## config.mk

```make
export PLATFORM = sky130hd
export DESIGN_NAME = i2c_tgt_engine
export DESIGN_NICKNAME = d
export VERILOG_FILES = /design/src/rtl/i2c_tgt_pkg.sv /design/src/rtl/i2c_tgt_sync.sv /design/src/rtl/i2c_tgt_events.sv /design/src/rtl/i2c_tgt_core.sv /design/src/rtl/i2c_tgt_engine.sv
export SDC_FILE = /design/constraint.sdc
export NUM_CORES = 1
export LEC_CHECK = 0
export BUFFER_PORTS_ARGS = -buffer_cell sky130_fd_sc_hd__buf_2
export CORE_ASPECT_RATIO = 0.6
export CORE_UTILIZATION = 60
export CTS_CLUSTER_DIAMETER = 80
export CTS_CLUSTER_SIZE = 30
export DETAILED_ROUTE_END_ITERATION = 10
export PLACE_DENSITY = 0.83
export SETUP_SLACK_MARGIN = 0.15
export SLEW_MARGIN = 20
export SYNTH_ARGS = -nofsm -noshare
export SYNTH_HDL_FRONTEND = slang
export SYNTH_HIERARCHICAL = 1
export SYNTH_SLANG_ARGS = --single-unit
```

## constraint.sdc

```tcl
create_clock -name clk -period 6.5 [get_ports clk]
set_clock_uncertainty 0.05 [all_clocks]
set_input_delay 1.3 -clock clk [delete_from_list [all_inputs] [get_ports clk]]
set_output_delay 1.3 -clock clk [all_outputs]
set_load 0.02 [all_outputs]
```

## src/rtl/i2c_tgt_pkg.sv

```systemverilog
`timescale 1ns/1ps
package i2c_tgt_pkg;
  localparam int BYTE_W = 8;
  localparam int ADDR_W = 7;
  localparam int CNT_W  = $clog2(BYTE_W + 1);

  typedef enum logic [2:0] {
    PH_IDLE, PH_ADDR, PH_ADDR_ACK, PH_RX, PH_RX_ACK, PH_TX, PH_TX_ACK, PH_HOLD
  } phase_e;

  // seven upper bits of the first byte carry the address
  function automatic logic addr_hit(input logic [BYTE_W-1:0] b,
                                    input logic [ADDR_W-1:0] own);
    return b[BYTE_W-1:1] == own;
  endfunction

  // filler byte when the source is empty keeps the line released
  function automatic logic [BYTE_W-1:0] tx_pick(input logic v,
                                                input logic [BYTE_W-1:0] d);
    return v ? d : {BYTE_W{1'b1}};
  endfunction

  // open drain: a zero bit means pull low
  function automatic logic pull_for(input logic b);
    return ~b;
  endfunction
endpackage

```

## src/rtl/i2c_tgt_sync.sv

```systemverilog
`timescale 1ns/1ps
module i2c_tgt_sync #(
  parameter int STAGES = 2,
  parameter int LINES  = 2
) (
  input  logic             clk,
  input  logic             rst_n,
  input  logic [LINES-1:0] raw,
  output logic [LINES-1:0] lvl,
  output logic [LINES-1:0] prev
);
  for (genvar g = 0; g < LINES; g++) begin : g_line
    logic [STAGES-1:0] chain;
    always_ff @(posedge clk or negedge rst_n) begin
      if (!rst_n) begin
        chain   <= '1;
        prev[g] <= 1'b1;
      end else begin
        chain   <= {chain[STAGES-2:0], raw[g]};
        prev[g] <= chain[STAGES-1];
      end
    end
    assign lvl[g] = chain[STAGES-1];
  end
endmodule

```

## src/rtl/i2c_tgt_events.sv

```systemverilog
`timescale 1ns/1ps
module i2c_tgt_events (
  input  logic scl_now,
  input  logic scl_old,
  input  logic sda_now,
  input  logic sda_old,
  output logic scl_rise,
  output logic scl_fall,
  output logic start_ev,
  output logic stop_ev
);
  logic scl_held_high;
  assign scl_held_high = scl_now & scl_old;
  assign scl_rise = scl_now & ~scl_old;
  assign scl_fall = ~scl_now & scl_old;
  assign start_ev = scl_held_high & sda_old & ~sda_now;
  assign stop_ev  = scl_held_high & ~sda_old & sda_now;
endmodule

```

## src/rtl/i2c_tgt_core.sv

```systemverilog
`timescale 1ns/1ps
module i2c_tgt_core
  import i2c_tgt_pkg::*;
(
  input  logic              clk,
  input  logic              rst_n,
  input  logic [ADDR_W-1:0] own_addr,
  input  logic              sda_lvl,
  input  logic              scl_rise,
  input  logic              scl_fall,
  input  logic              start_ev,
  input  logic              stop_ev,
  input  logic [BYTE_W-1:0] tx_data,
  input  logic              tx_valid,
  output logic              tx_ready,
  output logic [BYTE_W-1:0] rx_data,
  output logic              rx_valid,
  output logic              sda_oe,
  output logic              busy,
  output phase_e            phase
);
  localparam logic [CNT_W-1:0] LAST = CNT_W'(BYTE_W);

  logic [CNT_W-1:0]  cnt;
  logic [BYTE_W-1:0] rsh;
  logic [BYTE_W-1:0] tsh;
  logic              rd_dir;
  logic              ctl_ack;
  logic [BYTE_W-1:0] next_byte;

  assign next_byte = tx_pick(tx_valid, tx_data);

  always_ff @(posedge clk or negedge rst_n) begin
    if (!rst_n) begin
      phase    <= PH_IDLE;
      cnt      <= '0;
      rsh      <= '0;
      tsh      <= '1;
      rd_dir   <= 1'b0;
      ctl_ack  <= 1'b0;
      rx_data  <= '0;
      rx_valid <= 1'b0;
      tx_ready <= 1'b0;
      sda_oe   <= 1'b0;
      busy     <= 1'b0;
    end else begin
      rx_valid <= 1'b0;
      tx_ready <= 1'b0;
      if (stop_ev) begin
        phase  <= PH_IDLE;
        sda_oe <= 1'b0;
        busy   <= 1'b0;
        cnt    <= '0;
      end else if (start_ev) begin
        phase  <= PH_ADDR;
        sda_oe <= 1'b0;
        cnt    <= '0;
      end else begin
        unique case (phase)
          PH_ADDR: begin
            if (scl_rise && cnt != LAST) begin
              rsh <= {rsh[BYTE_W-2:0], sda_lvl};
              cnt <= cnt + 1'b1;
            end else if (scl_fall && cnt == LAST) begin
              if (addr_hit(rsh, own_addr)) begin
                sda_oe <= 1'b1;
                busy   <= 1'b1;
                rd_dir <= rsh[0];
                phase  <= PH_ADDR_ACK;
              end else begin
                busy  <= 1'b0;
                phase <= PH_HOLD;
              end
            end
          end
          PH_ADDR_ACK: begin
            if (scl_fall) begin
              cnt <= '0;
              if (rd_dir) begin
                tsh      <= next_byte;
                tx_ready <= 1'b1;
                sda_oe   <= pull_for(next_byte[BYTE_W-1]);
                phase    <= PH_TX;
              end else begin
                sda_oe <= 1'b0;
                phase  <= PH_RX;
              end
            end
          end
          PH_RX: begin
            if (scl_rise && cnt != LAST) begin
              rsh <= {rsh[BYTE_W-2:0], sda_lvl};
              cnt <= cnt + 1'b1;
            end else if (scl_fall && cnt == LAST) begin
              rx_data  <= rsh;
              rx_valid <= 1'b1;
              sda_oe   <= 1'b1;
              phase    <= PH_RX_ACK;
            end
          end
          PH_RX_ACK: begin
            if (scl_fall) begin
              sda_oe <= 1'b0;
              cnt    <= '0;
              phase  <= PH_RX;
            end
          end
          PH_TX: begin
            if (scl_rise && cnt != LAST) begin
              cnt <= cnt + 1'b1;
            end else if (scl_fall && cnt == LAST) begin
              sda_oe <= 1'b0;
              phase  <= PH_TX_ACK;
            end else if (scl_fall && cnt != '0) begin
              tsh    <= {tsh[BYTE_W-2:0], 1'b1};
              sda_oe <= pull_for(tsh[BYTE_W-2]);
            end
          end
          PH_TX_ACK: begin
            if (scl_rise) begin
              ctl_ack <= ~sda_lvl;
            end else if (scl_fall) begin
              cnt <= '0;
              if (ctl_ack) begin
                tsh      <= next_byte;
                tx_ready <= 1'b1;
                sda_oe   <= pull_for(next_byte[BYTE_W-1]);
                phase    <= PH_TX;
              end else begin
                sda_oe <= 1'b0;
                phase  <= PH_HOLD;
              end
            end
          end
          default: ;
        endcase
      end
    end
  end
endmodule

```

## src/rtl/i2c_tgt_engine.sv

```systemverilog
`timescale 1ns/1ps
module i2c_tgt_engine
  import i2c_tgt_pkg::*;
#(
  parameter int SYNC_STAGES = 2
) (
  input  logic              clk,
  input  logic              rst_n,
  input  logic [ADDR_W-1:0] own_addr,
  input  logic              scl_i,
  input  logic              sda_i,
  output logic              sda_oe,
  output logic [BYTE_W-1:0] rx_data,
  output logic              rx_valid,
  input  logic [BYTE_W-1:0] tx_data,
  input  logic              tx_valid,
  output logic              tx_ready,
  output logic              busy
);
  logic [1:0] lvl;
  logic [1:0] prev;
  logic       scl_lvl;
  logic       sda_lvl;
  logic       scl_rise;
  logic       scl_fall;
  logic       start_ev;
  logic       stop_ev;
  phase_e     phase;

  i2c_tgt_sync #(.STAGES(SYNC_STAGES), .LINES(2)) u_sync (
    .clk(clk), .rst_n(rst_n), .raw({sda_i, scl_i}), .lvl(lvl), .prev(prev)
  );

  assign scl_lvl = lvl[0];
  assign sda_lvl = lvl[1];

  i2c_tgt_events u_events (
    .scl_now(lvl[0]), .scl_old(prev[0]), .sda_now(lvl[1]), .sda_old(prev[1]),
    .scl_rise(scl_rise), .scl_fall(scl_fall),
    .start_ev(start_ev), .stop_ev(stop_ev)
  );

  i2c_tgt_core u_core (
    .clk(clk), .rst_n(rst_n), .own_addr(own_addr), .sda_lvl(sda_lvl),
    .scl_rise(scl_rise), .scl_fall(scl_fall),
    .start_ev(start_ev), .stop_ev(stop_ev),
    .tx_data(tx_data), .tx_valid(tx_valid), .tx_ready(tx_ready),
    .rx_data(rx_data), .rx_valid(rx_valid),
    .sda_oe(sda_oe), .busy(busy), .phase(phase)
  );
endmodule

```

==> impl_metrics.py <==
metrics = {
    "global_routing": {
        "grt_pass1_wl_um": 7521,
        "track_usage_pct": 26.15,
        "grt_start_max_net_pins": 43,
        "grt-ovfl-total": 0,
        "first_global_vias": 1588,
        "antenna_found_initial": 0,
    },
    "placement": {
        "place_congestion": 0.8862,
        "dp_slack_ps": 3570,
        "place_inst": 264,
        "numPortBuffers": 31,
        "dp_hpwl_um": 3117,
    },
    "floorplan": {
        "die_w_um": 79.36,
        "core-area_mm2": 0.003343,
        "start_util_pct": 64.45,
        "row_count": 16,
        "pin_count": 32,
        "die_h_um": 48.42,
        "dieArea_mm2": 0.003842,
    },
    "timing": {
        "drv_slew": 0,
        "fmax_ghz": 0.3815,
        "fin_crit_sh_pct": 40.33,
        "rsz0062_at_grt": "false",
        "setup_violations": 0,
        "hold_violations": 0,
        "tns_ps": 0,
        "relSlewSlack_pct": 40.74,
        "fin_ws_ps": 3878,
        "worst-slew-pin-transition_ps": 888.9,
        "period_minus_slack_ps": 2622,
    },
    "power": {
        "swShare_pct": 36.24,
        "comb_power_share_pct": 29.8,
        "pwr-share-clk_pct": 21.3,
        "p_leak_uw": 0.001151,
        "p_int_uw": 529.2,
        "power_density_mw_per_mm2": 344.8,
        "p_seq_share_pct": 48.9,
        "ir_drop_uv": 245.7,
        "power_uw": 830.0,
        "switchingPower_uw": 300.8,
    },
    "synth": {
        "synth_area_mm2": 0.002155,
        "synthSimpleGateAreaFrac_pct": 19.57,
        "yosys_warnings": 6,
        "syn_area_per_cell_um2": 10.83,
        "yosys_most_used_dff": "dfrtp_1",
        "ys_seq_area_share_pct": 49.54,
        "synth_xor_area_share_pct": 3.252,
        "yosysUniqueCellTypes": 50,
        "yosys_register_bits": 42,
        "synthArstFlopShare_pct": 100.0,
        "synth_compound_area_share_pct": 13.88,
        "synth.area.mux_share_pct": 9.408,
        "synth_edf_count": 0,
        "synth_top_family_by_area": "simple AND/OR/NAND/NOR gates",
        "syn_nets": 221,
        "synth_cells": 199,
        "synthAdderAreaFrac_pct": 1.161,
    },
    "min_path": {
        "hold_path.class": "flip-flop to flip-flop",
    },
    "cells_and_area": {
        "mostFrequentLayoutCells": "31 x buf_2, 29 x dfrtp_1, 18 x nand2_1, 18 x o21ai_0, 18 x mux2_2",
        "layout_commonest_cell": "buf_2",
        "area_growth_pct": 11.73,
        "fin_cells": 272,
        "final.fill_count": 230,
        "layout-drive-gt1-share_pct": 33.92,
        "antenna_cells": 0,
        "nets": 248,
    },
    "clock_tree": {
        "clk_pin_slew_worst_paths_ps": 80,
        "htree_levels": 2,
        "cts_tree": "done",
        "cts_setup_buffers": 0,
        "cts_buffers": 5,
        "cts-root-buf": "clkbuf_8",
        "cts-resized-gates": 0,
        "clock_sinks": 42,
        "clock_latency_ps": 300,
        "holdBufCountCts": 0,
        "cts.path.max_buffers": 2,
    },
    "run": {
        "cap_violations": 0,
    },
    "setup_path": {
        "critPathMaxFanout": 7,
        "critPathKind": "input pin to flip-flop",
        "start_kind": "input pin",
        "arrival_ps": 2760,
        "critical_path_required_ps": 6640,
        "end_kind": "flip-flop",
    },
    "run_status": {
        "outcome": "finished, final reports clean",
    },
    "detailed_routing": {
        "final_antenna_net_count": 0,
        "vias_per_cell": 5.993,
        "routed_wl_um": 4501,
        "firstDrtPassIters": 4,
        "wl_per_cell_um": 16.55,
        "drt-initial-drc-count": 167,
        "drc": 0,
        "num_vias": 1630,
    },
}
-- through the flow --
| stage | hold slack, ps | cell area [µm²] | util [%] |
|---|---|---|---|
| 6_report | 308.0 | 2407 | 72.01 |
| 4_1_cts | 309.9 | 2407 | 72.01 |
| 3_3_place_gp | 296.5 | 2312 | 69.16 |
| 2_1_floorplan | 295.2 | 2155 | - |
| 5_1_grt | 311.0 | 2407 | 72.01 |
| 3_5_place_dp | 297.8 | 2312 | 69.16 |
-- metal layers --
metal	part of all wire [%]	track usage (%)	routed length, µm	vias to the layer above
li1	-	-	-	776
met1	46	37.04	2056	768
met2	44	39.08	1982	78
met3	9.1	6.981	408	8
met4	1.2	9.394	54	0
met5	0	0	0	-
-- critical path: stages --
cell and delay [ps]:
buf_2 100, xor2_1 150, nor4_1 270, nand4_1 300, nor3_1 270, mux2_2 350
-- registers in the layout, summed over array words and instances (netlist names) --
signal and flops:
u_core/rsh 8, u_core/rx_data 8, u_core/tsh 7, u_core/cnt 4
u_sync/g_line.chain 4, u_core/phase 3, u_sync/prev 2, u_core/busy 1
u_core/ctl_ack 1, u_core/rd_dir 1, u_core/rx_valid 1, u_core/sda_oe 1
u_core/tx_ready 1
-- area by class of cell --
type                       count  area (µm²)  area share (%)
clock buffer                   7       86.33           3.586
clock inverter                 1       8.758          0.3638
inverter                       4       15.01          0.6237
multi-input combinational    142        1018           42.31
sequential                    42        1067           44.33
tap                           45       56.30           2.339
timing repair buffer          31       155.1           6.445
-- power groups by stage --
stage	registers, µW	logic, µW	clock network (µW)
floorplan	370	215	0
global placement	401	229	0
global route	415	276	191
detailed placement	408	241	0
CTS	404	245	180
finish	406	247	177
-- cell usage after synthesis (5+ instances only) --
| library cell | instances | share of area [%] |
|---|---|---|
| dfrtp_1 | 29 | 34 |
| nand3b_1 | 8 | 2.8 |
| clkbuf_1 | 5 | 0.87 |
| nand2_1 | 18 | 3.1 |
| nand3_1 | 5 | 1.2 |
| dfstp_2 | 13 | 16 |
| a21oi_1 | 7 | 1.6 |
| nor2_1 | 6 | 1.0 |
| mux2_2 | 18 | 9.4 |
| o21ai_0 | 18 | 4.2 |
-- cell families (layout without fill, tap and decap cells) --
logic type,count (synthesis),in the layout
simple gates,68,68
buf+inv,15,43
fa+ha+maj,2,2
flops,42,42
compound gates,46,46
mux,18,18
xor+xnor,8,8
-- path summary, 6_finish.rpt --
kind	startpoint	end	slack (ps)	depth (start not counted)
worst max-delay path	own_addr[3]	u_core/rd_dir$_DFFE_PN0P_	3880	6
worst min-delay path	u_sync/g_line[0].chain[0]$_DFF_PN1_	u_sync/g_line[0].chain[1]$_DFF_PN1_	310	0
worst max register to register	u_core/phase[2]$_DFFE_PN0P_	u_core/tsh[0]$_DFFE_PN1P_	3890	4
worst min register to register	u_sync/g_line[0].chain[0]$_DFF_PN1_	u_sync/g_line[0].chain[1]$_DFF_PN1_	310	0
max in group asynchronous	rst_n	u_core/rx_data[0]$_DFFE_PN0P_	4780	1
min in group asynchronous	rst_n	u_core/sda_oe$_DFFE_PN0P_	1070	1
Note: power is estimated with default switching activity, not from simulation.
